===== src/rtl/i2c_rf_pkg.sv =====
package i2c_rf_pkg;
    typedef enum logic [2:0] {
        ST_IDLE,
        ST_RX,
        ST_RX_ACK,
        ST_TX,
        ST_TX_ACK
    } bus_st_e;

    typedef enum logic [1:0] {
        PH_DEV,
        PH_WORD,
        PH_DATA
    } rx_ph_e;
endpackage


===== src/rtl/i2c_rf_deglitch.sv =====
module i2c_rf_deglitch #(
    parameter int FILT_CYCLES = 10
) (
    input  logic clk,
    input  logic rst_n,
    input  logic raw_i,
    output logic lvl_o
);
    localparam int CW = $clog2(FILT_CYCLES + 1);

    typedef struct packed {
        logic [1:0]    sync;
        logic          lvl;
        logic [CW-1:0] cnt;
    } flt_t;

    flt_t q, d;

    always_comb begin
        d      = q;
        d.sync = {q.sync[0], raw_i};
        if (q.sync[1] == q.lvl) begin
            d.cnt = '0;
        end else if (q.cnt == CW'(FILT_CYCLES - 1)) begin
            d.lvl = q.sync[1];
            d.cnt = '0;
        end else begin
            d.cnt = q.cnt + 1'b1;
        end
    end

    always_ff @(posedge clk or negedge rst_n) begin
        if (!rst_n) begin
            q.sync <= 2'b11;
            q.lvl  <= 1'b1;
            q.cnt  <= '0;
        end else begin
            q <= d;
        end
    end

    assign lvl_o = q.lvl;

    // the filtered level moves only after the synchronised input held steady
    p_filt_settled_r10: assert property (@(posedge clk) disable iff (!rst_n)
        (q.lvl != $past(q.lvl)) |-> ($past(q.sync[1]) == $past(q.sync[1], 2)));
endmodule


===== src/rtl/i2c_rf_store.sv =====
module i2c_rf_store #(
    parameter int NUM_REGS = 8,
    parameter int PTR_W    = 3
) (
    input  logic                  clk,
    input  logic                  rst_n,
    input  logic                  wr_en_i,
    input  logic [PTR_W-1:0]      wr_addr_i,
    input  logic [7:0]            wr_data_i,
    output logic [NUM_REGS*8-1:0] regs_o
);
    logic [7:0] mem_q [NUM_REGS];

    always_ff @(posedge clk or negedge rst_n) begin
        if (!rst_n) begin
            for (int i = 0; i < NUM_REGS; i++) mem_q[i] <= 8'h00;
        end else if (wr_en_i) begin
            mem_q[wr_addr_i] <= wr_data_i;
        end
    end

    for (genvar g = 0; g < NUM_REGS; g++) begin : g_flat
        assign regs_o[g*8 +: 8] = mem_q[g];
    end

    // a store request lands in the addressed entry one cycle later
    p_write_lands_r3: assert property (@(posedge clk) disable iff (!rst_n)
        wr_en_i |=> (mem_q[$past(wr_addr_i)] == $past(wr_data_i)));
endmodule


===== src/rtl/i2c_rf_engine.sv =====
module i2c_rf_engine
    import i2c_rf_pkg::*;
#(
    parameter logic [6:0] DEV_ADDR = 7'h68,
    parameter int         NUM_REGS = 8,
    parameter int         CLK_REGS = 7,
    parameter int         PTR_W    = 3
) (
    input  logic                  clk,
    input  logic                  rst_n,
    input  logic                  scl_i,
    input  logic                  sda_i,
    input  logic [NUM_REGS*8-1:0] regs_i,
    output logic                  wr_en_o,
    output logic [PTR_W-1:0]      wr_addr_o,
    output logic [7:0]            wr_data_o,
    output logic                  pull_o,
    output logic                  busy_o
);
    localparam logic [PTR_W-1:0] LAST_CLK = PTR_W'(CLK_REGS - 1);

    typedef struct packed {
        bus_st_e          st;
        rx_ph_e           ph;
        logic [3:0]       cnt;
        logic [7:0]       shift;
        logic [PTR_W-1:0] ptr;
        logic             rw;
        logic             mack;
        logic             rd_act;
        logic             pull;
        logic             scl;
        logic             sda;
    } eng_t;

    eng_t q, d;
    logic rise_ev, fall_ev, start_ev, stop_ev;
    logic [PTR_W-1:0] nxt_ptr;

    assign rise_ev  = scl_i & ~q.scl;
    assign fall_ev  = ~scl_i & q.scl;
    assign start_ev = scl_i & q.scl & q.sda & ~sda_i;
    assign stop_ev  = scl_i & q.scl & ~q.sda & sda_i;
    assign nxt_ptr  = q.ptr + 1'b1;

    always_comb begin
        d         = q;
        d.scl     = scl_i;
        d.sda     = sda_i;
        wr_en_o   = 1'b0;
        wr_addr_o = q.ptr;
        wr_data_o = q.shift;
        if (start_ev) begin
            d.st     = ST_RX;
            d.ph     = PH_DEV;
            d.cnt    = '0;
            d.rd_act = 1'b0;
        end else if (stop_ev) begin
            d.st     = ST_IDLE;
            d.rd_act = 1'b0;
        end else begin
            case (q.st)
                ST_RX: begin
                    if (rise_ev) begin
                        d.shift = {q.shift[6:0], sda_i};
                        d.cnt   = q.cnt + 1'b1;
                    end else if (fall_ev && q.cnt == 4'd8) begin
                        d.st = ST_RX_ACK;
                        case (q.ph)
                            PH_DEV: begin
                                if (q.shift[7:1] == DEV_ADDR) begin
                                    d.rw     = q.shift[0];
                                    d.rd_act = q.shift[0];
                                    d.ph     = PH_WORD;
                                end else begin
                                    d.st = ST_IDLE;
                                end
                            end
                            PH_WORD: begin
                                d.ptr = q.shift[PTR_W-1:0];
                                d.ph  = PH_DATA;
                            end
                            default: begin
                                wr_en_o = 1'b1;
                                d.ptr   = nxt_ptr;
                            end
                        endcase
                    end
                end
                ST_RX_ACK: begin
                    if (fall_ev) begin
                        d.cnt = '0;
                        if (q.rw) begin
                            d.st    = ST_TX;
                            d.shift = regs_i[{q.ptr, 3'b000} +: 8];
                        end else begin
                            d.st = ST_RX;
                        end
                    end
                end
                ST_TX: begin
                    if (fall_ev) begin
                        d.shift = {q.shift[6:0], 1'b0};
                        d.cnt   = q.cnt + 1'b1;
                        if (q.cnt == 4'd7) d.st = ST_TX_ACK;
                    end
                end
                ST_TX_ACK: begin
                    if (rise_ev) begin
                        d.mack = ~sda_i;
                    end else if (fall_ev) begin
                        if (q.mack) begin
                            d.ptr   = nxt_ptr;
                            d.shift = regs_i[{nxt_ptr, 3'b000} +: 8];
                            d.cnt   = '0;
                            d.st    = ST_TX;
                        end else begin
                            d.st     = ST_IDLE;
                            d.rd_act = 1'b0;
                        end
                    end
                end
                default: ;
            endcase
        end
        d.pull = (d.st == ST_RX_ACK) || (d.st == ST_TX && !d.shift[7]);
    end

    always_ff @(posedge clk or negedge rst_n) begin
        if (!rst_n) begin
            q     <= '0;
            q.scl <= 1'b1;
            q.sda <= 1'b1;
        end else begin
            q <= d;
        end
    end

    assign pull_o = q.pull;
    assign busy_o = q.rd_act && (q.ptr <= LAST_CLK);

    // no change of the SDA pull while SCL stays high
    p_sda_hold_r12: assert property (@(posedge clk) disable iff (!rst_n)
        (scl_i && q.scl) |-> (q.pull == $past(q.pull)));
    // the pointer only ever moves right after an SCL falling edge
    p_ptr_on_fall_r6: assert property (@(posedge clk) disable iff (!rst_n)
        (q.ptr != $past(q.ptr)) |-> $past(fall_ev));
    // every stored byte is followed by a pointer advance
    p_wr_advance_r3: assert property (@(posedge clk) disable iff (!rst_n)
        wr_en_o |=> (q.ptr == $past(nxt_ptr)));
    // read activity begins only with the address acknowledge
    p_busy_from_ack_r9: assert property (@(posedge clk) disable iff (!rst_n)
        (q.rd_act && !$past(q.rd_act)) |-> (q.st == ST_RX_ACK && q.pull));
    // the idle target never holds SDA low
    p_idle_release_r8: assert property (@(posedge clk) disable iff (!rst_n)
        (q.st == ST_IDLE) |-> !q.pull);
endmodule


===== src/rtl/i2c_regfile_target.sv =====
module i2c_regfile_target #(
    parameter logic [6:0] DEV_ADDR    = 7'h68,
    parameter int         NUM_REGS    = 8,
    parameter int         CLK_REGS    = 7,
    parameter int         FILT_CYCLES = 10
) (
    input  logic                  clk,
    input  logic                  rst_n,
    input  logic                  scl_i,
    input  logic                  sda_i,
    output logic                  sda_pull_o,
    output logic                  rd_busy_o,
    output logic [NUM_REGS*8-1:0] regs_o
);
    localparam int PTR_W = $clog2(NUM_REGS);

    logic [1:0]       raw_lines, filt_lines;
    logic             wr_en;
    logic [PTR_W-1:0] wr_addr;
    logic [7:0]       wr_data;

    assign raw_lines = {scl_i, sda_i};

    for (genvar g = 0; g < 2; g++) begin : g_line
        i2c_rf_deglitch #(.FILT_CYCLES(FILT_CYCLES)) u_flt (
            .clk   (clk),
            .rst_n (rst_n),
            .raw_i (raw_lines[g]),
            .lvl_o (filt_lines[g])
        );
    end

    i2c_rf_engine #(
        .DEV_ADDR (DEV_ADDR),
        .NUM_REGS (NUM_REGS),
        .CLK_REGS (CLK_REGS),
        .PTR_W    (PTR_W)
    ) u_eng (
        .clk       (clk),
        .rst_n     (rst_n),
        .scl_i     (filt_lines[1]),
        .sda_i     (filt_lines[0]),
        .regs_i    (regs_o),
        .wr_en_o   (wr_en),
        .wr_addr_o (wr_addr),
        .wr_data_o (wr_data),
        .pull_o    (sda_pull_o),
        .busy_o    (rd_busy_o)
    );

    i2c_rf_store #(.NUM_REGS(NUM_REGS), .PTR_W(PTR_W)) u_store (
        .clk       (clk),
        .rst_n     (rst_n),
        .wr_en_i   (wr_en),
        .wr_addr_i (wr_addr),
        .wr_data_i (wr_data),
        .regs_o    (regs_o)
    );
endmodule


===== config.mk =====
export PLATFORM = sky130hd
export DESIGN_NAME = i2c_regfile_target
export DESIGN_NICKNAME = d
export VERILOG_FILES = /design/src/rtl/i2c_rf_pkg.sv /design/src/rtl/i2c_rf_deglitch.sv /design/src/rtl/i2c_rf_store.sv /design/src/rtl/i2c_rf_engine.sv /design/src/rtl/i2c_regfile_target.sv
export SDC_FILE = /design/constraint.sdc
export NUM_CORES = 1
export LEC_CHECK = 0
export ABC_CLOCK_PERIOD_IN_PS = 2500
export BUFFER_PORTS_ARGS = -buffer_cell sky130_fd_sc_hd__buf_2
export CAP_MARGIN = 0
export CORE_MARGIN = 10
export CORE_UTILIZATION = 50
export DETAILED_ROUTE_END_ITERATION = 6
export GPL_TIMING_DRIVEN = 0
export MAX_ROUTING_LAYER = met4
export PLACE_DENSITY = 0.82
export SETUP_SLACK_MARGIN = 0.05
export SYNTH_ARGS = -nofsm -noshare
export SYNTH_HDL_FRONTEND = slang
export SYNTH_SLANG_ARGS = --single-unit

===== constraint.sdc =====
create_clock -name clk -period 2.5 [get_ports clk]
set_clock_uncertainty 0.15 [all_clocks]
set_input_delay 0.625 -clock clk [delete_from_list [all_inputs] [get_ports clk]]
set_output_delay 0.625 -clock clk [all_outputs]
set_load 0.02 [all_outputs]

==> metrics, run 1 <==
crit end category=register; critical path, cell by cell=buf_4 > clkbuf_1 > nor2_1 > a31oi_1 > a21oi_1 > a311oi_1 > o21ai_0; CP arrival=2610 ps; vias in the first global route=4831; crit-path max FO=10; initial antenna violation count=0; period utilisation layout=102%; f_max=392 MHz; I/O Buffers=69; Buf/Inv on CP=2; Pleak=3.24 nW; Reg clk slew, reported paths=80 ps; placed inst area=6190 sq um; Layout fillers=771; I/O pin count=70; final worst slack=-49.0 ps; row cnt=38; Seq cells post-synth=104; gate count of the mapped netlist=468; DIE AREA=15900 sq um; Synth async-reset ratio=100%; CTS tree=built; total clock buffers created by CTS=9; Initial Util=51.6%; Worst Setup Start Kind=register; WL final=17700 um; slowest CP cell=clkbuf_1; final cell count without fillers=732; Least-Margin Pin Slew=794 ps; Post-synth EDFFs=0; die extent in x=126 um; drt first pass iters=5; max_cap viols=0; status=finished, violations left; most common cell after layout, fill and taps aside=dfrtp_1; clock sinks=104; post-route antenna net violation count=0; syn nets=480; worst skew pair latency=350 ps; delay-heaviest family, CP=compound AO/OA/AOI/OAI gates; DR iter-0 viols=602; GRT overflow=0; pin count of the biggest net entering global routing=65; overall routing resource usage=21.3%; first-pass GRT wire length=26500 um; Synth Cell Area=5640 sq um; die height=126 um; post-route design area=7020 sq um; most frequent cells in the layout=dfrtp_1 (91), buf_2 (75), mux2_2 (68), buf_4 (38), nor2_1 (32); failing checks=negative setup slack; area occupied by multi-input gates=2990 sq um; Vias per Instance=6.62; Worst Hold Class=primary input to asynchronous set/reset pin; nets=599; routability congestion estimate=0.942; RSZ-0062 raised after global routing=yes; drt wl/cell=24.2 um; total vias in the final route=4846; Final Slew Violations=0; Setup Viol. Count Final=3; placed cells=678; fin crit period=2550 ps; Primary FF master, synth=dfrtp_1; distinct cell type count after synthesis=55; final number of hold-violating endpoints=0; DP HPWL=10900 um; DRC viols=0; CTS H-Tree Depth=3; Reg area=2620 sq um; Avg Cell Area, Syn=12.0 sq um; Slowest Stage Delay on Critical Path=510 ps; worst path required time=2570 ps; CTS Root Cell=clkbuf_16; clk buf depth=2; Crit Path Class=register to register; Diodes inserted=0; PD cells=458 nW/um^2; max_slew headroom=47.0%; Yosys warning count=0; share of cells above drive strength 1=47.3%; P&R area growth vs syn=24.4%; register area share after synthesis=46.3%; core area=10900 sq um; maximum VDD drop=0.387 mV; Hold Buf Count CTS=0
cell type report:
type | instances | share of cell area, %
multi-input cells | 323 | 42.7
plain buffers | 28 | 2.46
inverters | 11 | 0.642
clock inverters | 6 | 0.731
repair buffers | 110 | 10.4
clock buffers | 10 | 3.26
flip-flops and latches | 104 | 37.3
well taps | 140 | 2.50
what timing repair did:
item                       4_1_cts  5_1_grt
setup buffers                   25       15
pin swaps                       11       10
resized for setup               27       26
setup endpoints to repair       74       72
cell families after synthesis:
| kind of cell | count (synthesis) | synth area share [%] |
|---|---|---|
| AOI/OAI and AO/OA | 78 | 9.23 |
| xor gates and xnor gates | 10 | 1.69 |
| adders and majority gates | 8 | 1.78 |
| buffers and inverters | 41 | 2.95 |
| DFF | 104 | 46.3 |
| muxes | 111 | 26.6 |
| and+or+nand+nor | 116 | 11.5 |
per-layer routing:
layer	track usage [%]	share of wire, %	vias up	wire [um]
met2	33.3	47	391	8320
met1	25.6	37	2359	6600
met3	3.94	9.9	119	1760
li1	-	-	1977	-
met5	-	0	-	0
met4	11.7	6.0	0	1060
synth_stat cells, types with 5 or more instances:
library cell / instances / area (sq um)
clkbuf_1: 20 / 75.1
mux2_2: 68 / 766
ha_1: 8 / 100
nor3_1: 5 / 25.0
nand2b_1: 7 / 43.8
nand2_1: 24 / 90.1
nor2_2: 6 / 37.5
o21ai_0: 21 / 105
a21oi_1: 14 / 70.1
inv_1: 11 / 41.3
mux4_2: 24 / 541
nand3_1: 12 / 60.1
dfstp_2: 8 / 210
mux2i_1: 18 / 180
o22ai_1: 5 / 31.3
nor2_1: 32 / 120
dfrtp_1: 96 / 2400
buf_2: 10 / 50.1
xor2_1: 6 / 52.6
a221o_1: 5 / 50.1
registers in the layout, indices dropped and copies added (netlist names):
register and cells:
u_store.regs_o 64, u_eng.q 14, g_line.u_flt.q 10, u_eng.wr_data_o 8, u_eng.wr_addr_o 3, g_line.u_flt.d 2, g_line.u_flt.lvl_o 2, u_eng.pull_o 1
power by group:
part / switching [W] / internal, W / total [W]
combinational: 0.0000736 / 0.0000407 / 0.000114
clock: 0.000663 / 0.000691 / 0.00135
sequential: 0.0000272 / 0.00171 / 0.00174
stage by stage:
step           power [W]  utilization (%)  setup TNS, ps  hold slack [ps]  setup WS (ps)
3_3_place_gp     0.00187             56.4         -44070              199           -368
5_1_grt          0.00330             64.2           -401              133           -137
2_1_floorplan    0.00182                -              0              179            114
4_1_cts          0.00320             62.2              0              121           51.5
6_report         0.00321             64.2          -94.1              102          -49.0
3_5_place_dp     0.00189             56.6         -13810              201           -437
path summary, 6_finish.rpt:
kind / start / endpoint / slack (ps) / cells past startpoint
max in group asynchronous: rst_n / g_line[1].u_flt.lvl_o / 1360 / 2
worst min-delay path: rst_n / u_store.regs_o[10] / 100 / 1
min in group clk: g_line[1].u_flt.d[6] / g_line[1].u_flt.q[6] / 210 / 0
worst max register to register: u_eng.wr_addr_o[1] / u_eng.wr_data_o[4] / -50 / 7
worst min register to register: g_line[1].u_flt.d[6] / g_line[1].u_flt.q[6] / 210 / 0
worst max-delay path: u_eng.wr_addr_o[1] / u_eng.wr_data_o[4] / -50 / 7
Note: power is estimated with default switching activity, not from simulation.
==> inputs of run 2 (changes only) <==
--- a/config.mk
+++ b/config.mk
@@ -8,12 +8,12 @@
 export ABC_CLOCK_PERIOD_IN_PS = 2500
 export BUFFER_PORTS_ARGS = -buffer_cell sky130_fd_sc_hd__buf_2
 export CAP_MARGIN = 0
-export CORE_MARGIN = 10
-export CORE_UTILIZATION = 50
+export CORE_MARGIN = 2
+export CORE_UTILIZATION = 26
 export DETAILED_ROUTE_END_ITERATION = 6
 export GPL_TIMING_DRIVEN = 0
 export MAX_ROUTING_LAYER = met4
-export PLACE_DENSITY = 0.82
+export PLACE_DENSITY = 0.53
 export SETUP_SLACK_MARGIN = 0.05
 export SYNTH_ARGS = -nofsm -noshare
 export SYNTH_HDL_FRONTEND = slang
==> run 2 against run 1 <==
Against the previous run:
- the run now ends clean
- sequential power barely moved
- register-to-register slack improved by 110 ps
- core utilization decreased by 29 points
- power is 9.5% higher
- worst setup slack improved by 110 ps
- non-clock buffer count grew 1
- hold slack got worse by 51 ps
- first-iteration DRC count down 38%
- critical path depth decreased by 1
- cell count is 19% higher
- clock-buffer cell count grew 1
- sequential share of layout area fell by 1.9 points
- critical path type unchanged
- critical endpoint is now u_store.regs_o[11]
- largest cell class unchanged
==> metrics, run 2 (synthesized netlist as in run 1, its figures left out) <==
share of cells above drive strength 1=46.7%; Worst Hold Class=primary input to asynchronous set/reset pin; f_max=410 MHz; DRC viols=0; first-pass GRT wire length=26800 um; Slowest Stage Delay on Critical Path=430 ps; Least-Margin Pin Slew=758 ps; CTS Root Cell=clkbuf_16; Pleak=3.30 nW; P&R area growth vs syn=31.2%; core area=21200 sq um; setup TNS=0 ps; Layout fillers=2060; die extent in x=151 um; pin count of the biggest net entering global routing=73; Initial Util=26.7%; I/O Buffers=69; crit-path max FO=5; post-route antenna net violation count=0; I/O pin count=70; CTS H-Tree Depth=3; WL final=17200 um; max_cap viols=0; metal2 WL=8860 um; CP arrival=2530 ps; period utilisation layout=97.6%; DR iter-0 viols=375; Setup Viol. Count Final=0; total clock buffers created by CTS=9; fin crit period=2440 ps; total vias in the final route=4421; final number of hold-violating endpoints=0; drt wl/cell=19.8 um; most used cell, CP=nor3_4; Vias per Instance=5.09; worst skew pair latency=360 ps; initial antenna violation count=0; clock sinks=104; crit end category=register; most common cell after layout, fill and taps aside=dfrtp_1; PD cells=475 nW/um^2; most frequent cells in the layout=dfrtp_1 (91), buf_2 (71), mux2_2 (41), nor2_1 (32), buf_4 (31); routability congestion estimate=0.897; Max Used Layer=met4; Diodes inserted=0; Reg clk slew, reported paths=70 ps; delay-heaviest family, CP=simple AND/OR/NAND/NOR gates; die height=151 um; worst path required time=2590 ps; maximum VDD drop=0.326 mV; Worst Setup Start Kind=register; met3 wire len=824 um; GRT overflow=0; vias in the first global route=4572; critical path, cell by cell=or3b_4 > nor3_4 > nand4_4 > nor3_4 > buf_12 > mux2_4; status=finished, final reports clean; Final Slew Violations=0; Largest register FFs=64; Buf/Inv on CP=1; slowest CP cell=dfrtp_2; DIE AREA=22900 sq um; overall routing resource usage=16.1%; drt first pass iters=4; M1 WL=7330 um; Fin Hold WS=50.4 ps; CTS tree=built; row cnt=53; clk buf depth=2; RSZ-0062 raised after global routing=yes; Crit Path Class=register to register; final core utilization=35.0%; max_slew headroom=49.5%; nets=600; DP HPWL=11600 um
## run 2: worst paths after layout
| path | startpoint | end | slack (ps) | cells past startpoint |
|---|---|---|---|---|
| min in group clk | sda_i | g_line[0].u_flt.d[6] | 200 | 1 |
| max in group asynchronous | rst_n | u_eng.wr_addr_o[1] | 1410 | 2 |
| max | u_eng.q[24] | u_store.regs_o[11] | 60 | 6 |
| max reg2reg | u_eng.q[24] | u_store.regs_o[11] | 60 | 6 |
| min reg2reg | g_line[1].u_flt.d[6] | g_line[1].u_flt.q[6] | 210 | 0 |
| min | rst_n | g_line[1].u_flt.q[0] | 50 | 1 |
## run 2: timing repair
action,in CTS,in global routing
endpoints found under the setup margin,74,72
setup buffers,29,13
cloned,0,0
hold buffers,0,0
resized for setup,33,52
pin swaps,14,17
## run 2: worst register-to-register path: cells and delay by family, from the launching register on
kind                   cells  cell delay, ps
and+or+nand+nor            4            1260
DFF                        1             430
muxes                      1             310
buffers and inverters      1             180
## run 2: final cells by class
type / count / area [sq um] / share of cell area [%]
multi-input cells: 323 / 3080 / 41.6
flip-flops and latches: 104 / 2620 / 35.4
repair buffers: 112 / 805 / 10.9
well taps: 275 / 344 / 4.65
clock buffers: 11 / 243 / 3.28
plain buffers: 27 / 159 / 2.15
clock inverters: 5 / 104 / 1.40
inverters: 11 / 45.0 / 0.609
## run 2: per-layer routing
metal	track usage, %	vias up
li1	-	1979
met1	20.2	2311
met2	27.1	116
met3	2.41	15
met4	4.21	0
met5	-	-
## run 2: metrics by stage
step / worst slack, ps / std cells / power, W / instance area [sq um]
2_1_floorplan: 114 / 468 / 0.00182 / 5640
3_3_place_gp: -465 / 812 / 0.00187 / 6330
3_5_place_dp: -543 / 813 / 0.00189 / 6360
4_1_cts: 14.7 / 858 / 0.00354 / 7130
5_1_grt: -6.95 / 868 / 0.00363 / 7400
6_report: 60.8 / 868 / 0.00352 / 7400
## run 2: report_power, final
group	leakage (nW)	total [W]	switching, W	internal, W
Combinational	1.71	0.000115	0.0000745	0.0000406
Sequential	1.41	0.00174	0.0000277	0.00171
Clock	0.170	0.00166	0.000651	0.00101
Total	3.30	0.00352	0.000753	0.00276
